File: src/rtl/swd_xfer_pkg.sv
package swd_xfer_pkg;

    typedef enum logic [3:0] {
        PH_IDLE     = 4'd0,
        PH_HDR      = 4'd1,
        PH_TRN_ACK  = 4'd2,
        PH_ACK      = 4'd3,
        PH_RD       = 4'd4,
        PH_TRN_RD   = 4'd5,
        PH_TRN_WR   = 4'd6,
        PH_WR       = 4'd7,
        PH_IDLE_CYC = 4'd8,
        PH_WF_SKIP  = 4'd9,
        PH_WF_TRN   = 4'd10,
        PH_WF_FILL  = 4'd11,
        PH_ERR      = 4'd12,
        PH_FIN      = 4'd13
    } swd_phase_e;

    localparam logic [2:0] RSP_OK    = 3'b001;
    localparam logic [2:0] RSP_WAIT  = 3'b010;
    localparam logic [2:0] RSP_FAULT = 3'b100;

    localparam int REQ_W   = 4;
    localparam int RNW_BIT = 1;
    localparam int HDR_LEN = 8;

endpackage

File: src/rtl/swd_parity.sv
module swd_parity #(
    parameter int W = 4
) (
    input  logic [W-1:0] bits,
    output logic         odd
);
    logic [W:0] chain;
    assign chain[0] = 1'b0;
    for (genvar i = 0; i < W; i++) begin : g_xor
        assign chain[i+1] = chain[i] ^ bits[i];
    end
    assign odd = chain[W];
endmodule

File: src/rtl/swd_half_clock.sv
module swd_half_clock (
    input  logic clk,
    input  logic rst_n,
    input  logic tick,
    input  logic run,
    output logic line,
    output logic fall_ev,
    output logic rise_ev
);
    logic line_d, line_q;

    assign fall_ev = tick & run & line_q;
    assign rise_ev = tick & ~line_q;
    assign line    = line_q;

    always_comb begin
        line_d = line_q;
        if (fall_ev) begin
            line_d = 1'b0;
        end else if (rise_ev) begin
            line_d = 1'b1;
        end
    end

    always_ff @(posedge clk) begin
        if (!rst_n) begin
            line_q <= 1'b1;
        end else begin
            line_q <= line_d;
        end
    end

    AST_CLK_ON_TICK: assert property (@(posedge clk) disable iff (!rst_n)
        !$stable(line_q) |-> $past(tick));

endmodule

File: src/rtl/swd_seq_fsm.sv
module swd_seq_fsm
    import swd_xfer_pkg::*;
#(
    parameter int DATA_W = 32,
    parameter int TRN_W  = 2,
    parameter int IDLE_W = 8
) (
    input  logic              clk,
    input  logic              rst_n,
    input  logic              tick,
    input  logic              fall_ev,
    input  logic              rise_ev,
    input  logic              start,
    input  logic [REQ_W-1:0]  req,
    input  logic [DATA_W-1:0] wdata,
    input  logic [TRN_W-1:0]  cfg_turn,
    input  logic [IDLE_W-1:0] cfg_idle,
    input  logic              cfg_dp,
    input  logic              din,
    input  logic              hdr_par,
    input  logic              wr_par,
    input  logic              rd_par,
    output logic              run,
    output logic              busy,
    output logic              dout,
    output logic              oe,
    output logic              done,
    output logic [2:0]        ack,
    output logic [DATA_W-1:0] rdata,
    output logic              perr,
    output logic [REQ_W-1:0]  req_lat,
    output logic [DATA_W-1:0] wdata_lat
);
    localparam int ERR_MAX = DATA_W + (1 << TRN_W);
    localparam int CNT_A   = $clog2(ERR_MAX + 1);
    localparam int CNT_W   = (IDLE_W > CNT_A) ? IDLE_W : CNT_A;
    localparam int IDX_W   = $clog2(DATA_W);

    typedef struct packed {
        swd_phase_e          st;
        logic [CNT_W-1:0]    cnt;
        logic [REQ_W-1:0]    req;
        logic [DATA_W-1:0]   wdata;
        logic [TRN_W:0]      trn;
        logic [IDLE_W-1:0]   idle;
        logic                dp;
        logic [2:0]          ack;
        logic [DATA_W-1:0]   rdata;
        logic                perr;
        logic                dout;
        logic                oe;
        logic                done;
    } seq_state_t;

    seq_state_t q, n;

    logic [CNT_W-1:0] last;
    logic [2:0]       ack_full;
    logic             wf_dummy;
    logic             drv_en;
    logic             drv_bit;
    swd_phase_e       after_ok;
    swd_phase_e       nxt;

    always_comb begin
        n        = q;
        n.done   = 1'b0;
        ack_full = {din, q.ack[1:0]};
        wf_dummy = q.dp & q.req[RNW_BIT];
        after_ok = (q.idle != '0) ? PH_IDLE_CYC : PH_FIN;

        // final bit index of the current phase
        case (q.st)
            PH_HDR:                                      last = CNT_W'(HDR_LEN - 1);
            PH_TRN_ACK, PH_TRN_RD, PH_TRN_WR, PH_WF_TRN: last = CNT_W'(q.trn) - CNT_W'(1);
            PH_ACK:                                      last = CNT_W'(2);
            PH_RD, PH_WR, PH_WF_SKIP, PH_WF_FILL:        last = CNT_W'(DATA_W);
            PH_IDLE_CYC:                                 last = CNT_W'(q.idle) - CNT_W'(1);
            PH_ERR:                                      last = CNT_W'(q.trn) + CNT_W'(DATA_W);
            default:                                     last = '0;
        endcase

        // value and enable for a driven bit
        drv_en  = 1'b0;
        drv_bit = 1'b1;
        case (q.st)
            PH_HDR: begin
                drv_en = 1'b1;
                case (q.cnt[2:0])
                    3'd0:    drv_bit = 1'b1;
                    3'd1:    drv_bit = q.req[0];
                    3'd2:    drv_bit = q.req[1];
                    3'd3:    drv_bit = q.req[2];
                    3'd4:    drv_bit = q.req[3];
                    3'd5:    drv_bit = hdr_par;
                    3'd6:    drv_bit = 1'b0;
                    default: drv_bit = 1'b1;
                endcase
            end
            PH_WR: begin
                drv_en  = 1'b1;
                drv_bit = (q.cnt < CNT_W'(DATA_W)) ? q.wdata[q.cnt[IDX_W-1:0]] : wr_par;
            end
            PH_IDLE_CYC, PH_WF_FILL: begin
                drv_en  = 1'b1;
                drv_bit = 1'b0;
            end
            default: begin
                drv_en  = 1'b0;
                drv_bit = 1'b1;
            end
        endcase

        // phase that follows the last bit
        case (q.st)
            PH_HDR:     nxt = PH_TRN_ACK;
            PH_TRN_ACK: nxt = PH_ACK;
            PH_ACK: begin
                case (ack_full)
                    RSP_OK:              nxt = q.req[RNW_BIT] ? PH_RD : PH_TRN_WR;
                    RSP_WAIT, RSP_FAULT: nxt = wf_dummy ? PH_WF_SKIP : PH_WF_TRN;
                    default:             nxt = PH_ERR;
                endcase
            end
            PH_RD:      nxt = PH_TRN_RD;
            PH_TRN_RD:  nxt = after_ok;
            PH_TRN_WR:  nxt = PH_WR;
            PH_WR:      nxt = after_ok;
            PH_WF_SKIP: nxt = PH_WF_TRN;
            PH_WF_TRN:  nxt = wf_dummy ? PH_WF_FILL : PH_FIN;
            default:    nxt = PH_FIN;
        endcase

        case (q.st)
            PH_IDLE: begin
                if (start) begin
                    n.st    = PH_HDR;
                    n.cnt   = '0;
                    n.req   = req;
                    n.wdata = wdata;
                    n.trn   = {1'b0, cfg_turn} + {{TRN_W{1'b0}}, 1'b1};
                    n.idle  = cfg_idle;
                    n.dp    = cfg_dp;
                    n.ack   = '0;
                    n.perr  = 1'b0;
                end
            end
            PH_FIN: begin
                if (tick) begin
                    n.dout = 1'b1;
                    n.oe   = 1'b1;
                    n.done = 1'b1;
                    n.st   = PH_IDLE;
                end
            end
            default: begin
                if (fall_ev) begin
                    n.oe   = drv_en;
                    n.dout = drv_bit;
                end
                if (rise_ev) begin
                    if (q.st == PH_ACK) begin
                        n.ack[q.cnt[1:0]] = din;
                    end
                    if (q.st == PH_RD) begin
                        if (q.cnt < CNT_W'(DATA_W)) begin
                            n.rdata[q.cnt[IDX_W-1:0]] = din;
                        end else begin
                            n.perr = din ^ rd_par;
                        end
                    end
                    if (q.cnt == last) begin
                        n.cnt = '0;
                        n.st  = nxt;
                    end else begin
                        n.cnt = q.cnt + CNT_W'(1);
                    end
                end
            end
        endcase
    end

    always_ff @(posedge clk) begin
        if (!rst_n) begin
            q      <= '0;
            q.dout <= 1'b1;
            q.oe   <= 1'b1;
        end else begin
            q <= n;
        end
    end

    assign busy      = (q.st != PH_IDLE);
    assign run       = busy && (q.st != PH_FIN);
    assign dout      = q.dout;
    assign oe        = q.oe;
    assign done      = q.done;
    assign ack       = q.ack;
    assign rdata     = q.rdata;
    assign perr      = q.perr;
    assign req_lat   = q.req;
    assign wdata_lat = q.wdata;

    AST_DONE_ONE_CYCLE: assert property (@(posedge clk) disable iff (!rst_n)
        q.done |=> !q.done);
    AST_DONE_PARKED: assert property (@(posedge clk) disable iff (!rst_n)
        q.done |-> (q.oe && q.dout));
    AST_DRIVE_ON_FALL: assert property (@(posedge clk) disable iff (!rst_n)
        (!$stable(q.dout) && !q.done) |-> $past(fall_ev));
    AST_RELEASE_IN_XFER: assert property (@(posedge clk) disable iff (!rst_n)
        !q.oe |-> busy);

endmodule

File: src/rtl/swd_xfer_engine.sv
module swd_xfer_engine #(
    parameter int DATA_W = 32,
    parameter int TRN_W  = 2,
    parameter int IDLE_W = 8
) (
    input  logic              clk,
    input  logic              rst_n,
    input  logic              tick,
    input  logic              start,
    input  logic [3:0]        req,
    input  logic [DATA_W-1:0] wdata,
    input  logic [TRN_W-1:0]  cfg_turn,
    input  logic [IDLE_W-1:0] cfg_idle,
    input  logic              cfg_data_phase,
    input  logic              swdio_i,
    output logic              swclk,
    output logic              swdio_o,
    output logic              swdio_oe,
    output logic              busy,
    output logic              done,
    output logic [2:0]        ack,
    output logic [DATA_W-1:0] rdata,
    output logic              perr
);
    logic              run, fall_ev, rise_ev;
    logic              hdr_par, wr_par, rd_par;
    logic [3:0]        req_lat;
    logic [DATA_W-1:0] wdata_lat;

    swd_half_clock u_clk (
        .clk     (clk),
        .rst_n   (rst_n),
        .tick    (tick),
        .run     (run),
        .line    (swclk),
        .fall_ev (fall_ev),
        .rise_ev (rise_ev)
    );

    swd_parity #(.W(4))      u_hdr_par (.bits(req_lat),   .odd(hdr_par));
    swd_parity #(.W(DATA_W)) u_wr_par  (.bits(wdata_lat), .odd(wr_par));
    swd_parity #(.W(DATA_W)) u_rd_par  (.bits(rdata),     .odd(rd_par));

    swd_seq_fsm #(
        .DATA_W (DATA_W),
        .TRN_W  (TRN_W),
        .IDLE_W (IDLE_W)
    ) u_fsm (
        .clk       (clk),
        .rst_n     (rst_n),
        .tick      (tick),
        .fall_ev   (fall_ev),
        .rise_ev   (rise_ev),
        .start     (start),
        .req       (req),
        .wdata     (wdata),
        .cfg_turn  (cfg_turn),
        .cfg_idle  (cfg_idle),
        .cfg_dp    (cfg_data_phase),
        .din       (swdio_i),
        .hdr_par   (hdr_par),
        .wr_par    (wr_par),
        .rd_par    (rd_par),
        .run       (run),
        .busy      (busy),
        .dout      (swdio_o),
        .oe        (swdio_oe),
        .done      (done),
        .ack       (ack),
        .rdata     (rdata),
        .perr      (perr),
        .req_lat   (req_lat),
        .wdata_lat (wdata_lat)
    );

    AST_IDLE_PARKED: assert property (@(posedge clk) disable iff (!rst_n)
        !busy |-> (swclk && swdio_oe && swdio_o));

endmodule

File: config.mk
export PLATFORM = sky130hd
export DESIGN_NAME = swd_xfer_engine
export DESIGN_NICKNAME = d
export VERILOG_FILES = /design/src/rtl/swd_xfer_pkg.sv /design/src/rtl/swd_parity.sv /design/src/rtl/swd_half_clock.sv /design/src/rtl/swd_seq_fsm.sv /design/src/rtl/swd_xfer_engine.sv
export SDC_FILE = /design/constraint.sdc
export NUM_CORES = 1
export LEC_CHECK = 0
export ABC_AREA = 1
export BUFFER_PORTS_ARGS = -buffer_cell sky130_fd_sc_hd__clkbuf_2
export CORE_AREA = 2 2 127 92
export DETAILED_ROUTE_END_ITERATION = 12
export DIE_AREA = 0 0 129 94
export PLACE_DENSITY_LB_ADDON = 0.2
export SETUP_SLACK_MARGIN = 0.05
export SLEW_MARGIN = 20
export SYNTH_ARGS = -nofsm -noshare
export SYNTH_HDL_FRONTEND = slang
export SYNTH_SLANG_ARGS = --single-unit
File: constraint.sdc
create_clock -name clk -period 2.2 [get_ports clk]
set_input_delay 0.22 -clock clk [delete_from_list [all_inputs] [get_ports clk]]
set_output_delay 0.22 -clock clk [all_outputs]
set_load 0.005 [all_outputs]
==> flow_metrics.py <==
metrics = {
    "floorplanning": {
        "io_pins": 93,
        "rows": 32,
        "die_w_um": 129,
        "fp.dieH_um": 94,
        "coreArea_sq_um": 10850,
        "initial_core_util_pct": 57.21,
        "dieArea_sq_um": 12130,
    },
    "yosys": {
        "synthAdderAreaFrac_pct": 1.814,
        "synth_mux_area_share_pct": 0,
        "synth_edf_count": 0,
        "yosys-top-cells-area": "dfxtp_1 (32%), nand2_1 (12%), o21ai_0 (8.5%)",
        "ys_ff_latch": 100,
        "synth-simple-area-share_pct": 27.01,
        "yosysWarnings": 0,
        "yosys.cell_types.count": 38,
        "synth_nets": 1020,
        "yosys.area.top_type_share_pct": 32.25,
        "synth.most_common_cell": "nand2_1",
        "synthTopCellsByCount": "nand2_1 (193), nor2_1 (109), o21ai_0 (105), inv_1 (104), dfxtp_1 (100)",
        "yosysTopAreaCell": "dfxtp_1",
        "seq_area_frac_synth_pct": 32.25,
        "synth_top_family_by_area": "simple AND/OR/NAND/NOR gates",
        "synth-main-ff-cell": "dfxtp_1",
        "synth_xor_area_share_pct": 5.785,
        "synthCells": 959,
        "synth_area_sq_um": 6207,
        "synth-compound-area-share_pct": 19.73,
        "async_flop_share_pct": 0,
        "synth.avg_cell_area_sq_um": 6.473,
    },
    "drt": {
        "wl_per_cell_um": 13.77,
        "viasPerCell": 5.285,
        "wirelength_mm": 16.19,
        "firstDrtPassIters": 5,
        "drc_errors": 0,
        "ant_nets": 0,
        "vias": 6215,
        "drt_iter0_drc": 504,
    },
    "worst_hold_path": {
        "holdPathStages": 2,
        "min_from": "cfg_turn[0]",
        "whs_endpoint": "u_fsm.q[48]",
        "hold_class": "in2reg",
    },
    "finish": {
        "fin_cells": 1176,
        "drive_gt1_share_pct": 17.89,
        "nNetsFinal": 1079,
        "syn_to_final_growth_pct": 13.20,
        "diodes": 0,
    },
    "place": {
        "io_buffers": 92,
        "dpl.cell_count": 1159,
        "hpwlAfterDp_mm": 12.20,
        "gp_congestion": 0.9901,
    },
    "cts": {
        "clock-sinks": 100,
        "worstSkewPairLatency_ps": 350,
        "cts_buffer_depth": 2,
        "numCtsBuffers": 9,
        "cts-htree-levels": 3,
        "cts_tree": "built",
        "hold_buffers": 0,
        "clk_pin_slew_ps": 70,
        "ctsRootBufferMaster": "clkbuf_16",
    },
    "sta": {
        "period_needed_ps": 1934,
        "setup_violations": 0,
        "slew_violations": 0,
        "fin_crit_sh_pct": 87.91,
        "max_freq_mhz": 517.1,
        "relSlewSlack_pct": 66.35,
        "timing.setup.tns_ps": 0,
        "hold_viol": 0,
        "rsz0062_at_grt": "no",
        "whs_ps": 71.90,
        "fin_worst_skew_ps": 6.415,
        "max_slew.worst_pin.slew_ps": 500.1,
    },
    "critical_path": {
        "reg2reg_to": "u_fsm.q[96]",
        "critPathSlowestCell": "dfxtp_2",
        "worstPathArrival_ps": 2180,
        "ff2ff_path_depth": 15,
        "r2r_slack_ps": 270,
        "r2r_start": "u_fsm.q[96]",
        "crit_required_ps": 2450,
        "max_stage_delay_ps": 410,
        "crit_type": "reg2reg",
        "cp_cell_sequence": "inv_1 -> nor2_2 -> nand2_2 -> nand2_4 -> nand2_4 -> nand3_1 -> nand2_1 -> inv_1 -> nand3_2 -> nor2_2 -> nand3_2 -> nand2_4 -> nand3_1 -> nand2_1 -> nor2_1",
        "cp-end-kind": "flop",
        "crit_top_cell": "nand2_4",
        "worst-path-max-fanout": 9,
        "cp-start-kind": "flop",
    },
    "global_routing": {
        "grt_pass1_vias": 5326,
        "grt_use_total_pct": 27.16,
        "grt_pass1_wl_mm": 26.07,
        "grt_max_degree": 76,
        "antenna_found_initial": 0,
        "grt_overflow": 0,
    },
    "job": {
        "drv_cap": 0,
    },
    "pwr": {
        "power.density_nw_per_um2": 1141,
        "leakagePower_nw": 3.289,
        "peakVddDrop_uv": 1066,
    },
    "status": {
        "status": "finished, final reports clean",
    },
}
==> through the flow <==
step	util (%)	total power, mW	area [sq um]	setup slack, ps
after detailed placement	61.27	6.189	6648	189.0
after floorplan	-	5.299	6207	352.8
final	64.76	8.019	7027	266.0
after CTS	64.23	7.922	6969	172.7
after global routing	64.76	8.696	7027	59.90
after global placement	61.27	6.118	6648	218.3
==> registers in the layout, summed over array words and instances (netlist names), 3 cells and up <==
register and cells:
u_fsm.rdata 32, u_fsm.req_lat 4, u_fsm.ack 3, u_fsm.q 24, u_fsm.wdata_lat 32
==> what timing repair did <==
item                                    CTS  global route
buffers inserted                          0             1
endpoints found under the hold margin     0             0
gates resized for setup                   0            17
endpoints found under the setup margin    0            33
==> cell usage in the layout (no fill, tap or decap), types with 8 or more instances in the layout <==
master	instances
nand2_2	11
nand2_1	190
inv_1	101
o21ai_1	11
a31oi_1	10
nor2_1	108
xor2_1	20
inv_2	14
clkbuf_2	92
nand3_1	44
o21ai_0	104
dfxtp_1	95
xnor2_1	21
clkbuf_16	9
a21oi_1	96
ha_1	8
buf_4	21
==> per-layer routing <==
metal | GRT usage (%) | vias to the layer above | share of wire, %
li1 | - | 3187 | -
met1 | 39.62 | 2814 | 51
met2 | 40.92 | 195 | 42
met3 | 4.897 | 19 | 5.9
met4 | 7.790 | 0 | 1.4
met5 | 0 | - | 0
==> worst max-delay path by stage <==
stage / from / to / slack [ps]
global placement: u_fsm.q[96] / u_fsm.q[90] / 220
detailed placement: u_fsm.q[96] / u_fsm.q[89] / 190
finish: u_fsm.q[96] / u_fsm.q[96] / 270
CTS: u_fsm.q[96] / u_fsm.q[90] / 170
floorplan: u_fsm.q[88] / u_fsm.dout / 350
global route: u_fsm.q[40] / u_fsm.q[98] / 60
==> cell families after synthesis <==
family / Yosys count
compound gates: 234
xor+xnor: 41
fa+ha+maj: 9
buf+inv: 185
flops: 100
simple gates: 390
==> worst max-delay path, delay by kind of cell (launching register included) <==
kind	cells	cell delay [ps]
flops	1	410
buf+inv	2	140
simple gates	13	1290
==> power by group <==
group	internal, mW	switching [mW]	leakage, nW
registers	2.20	0.341	0.818
clock network	0.912	0.776	0.152
logic	1.34	2.46	2.32
==> cell type report <==
class                   instances  area (sq um)
flip-flops and latches        100          2008
inverters                     118         446.7
well taps                     153         191.4
clock buffers                   9         225.2
clock inverters                 7         96.34
multi-input cells             674          3401
fillers                      1032          3824
repair buffers                115         658.1
(Power assumes the default switching activity.)
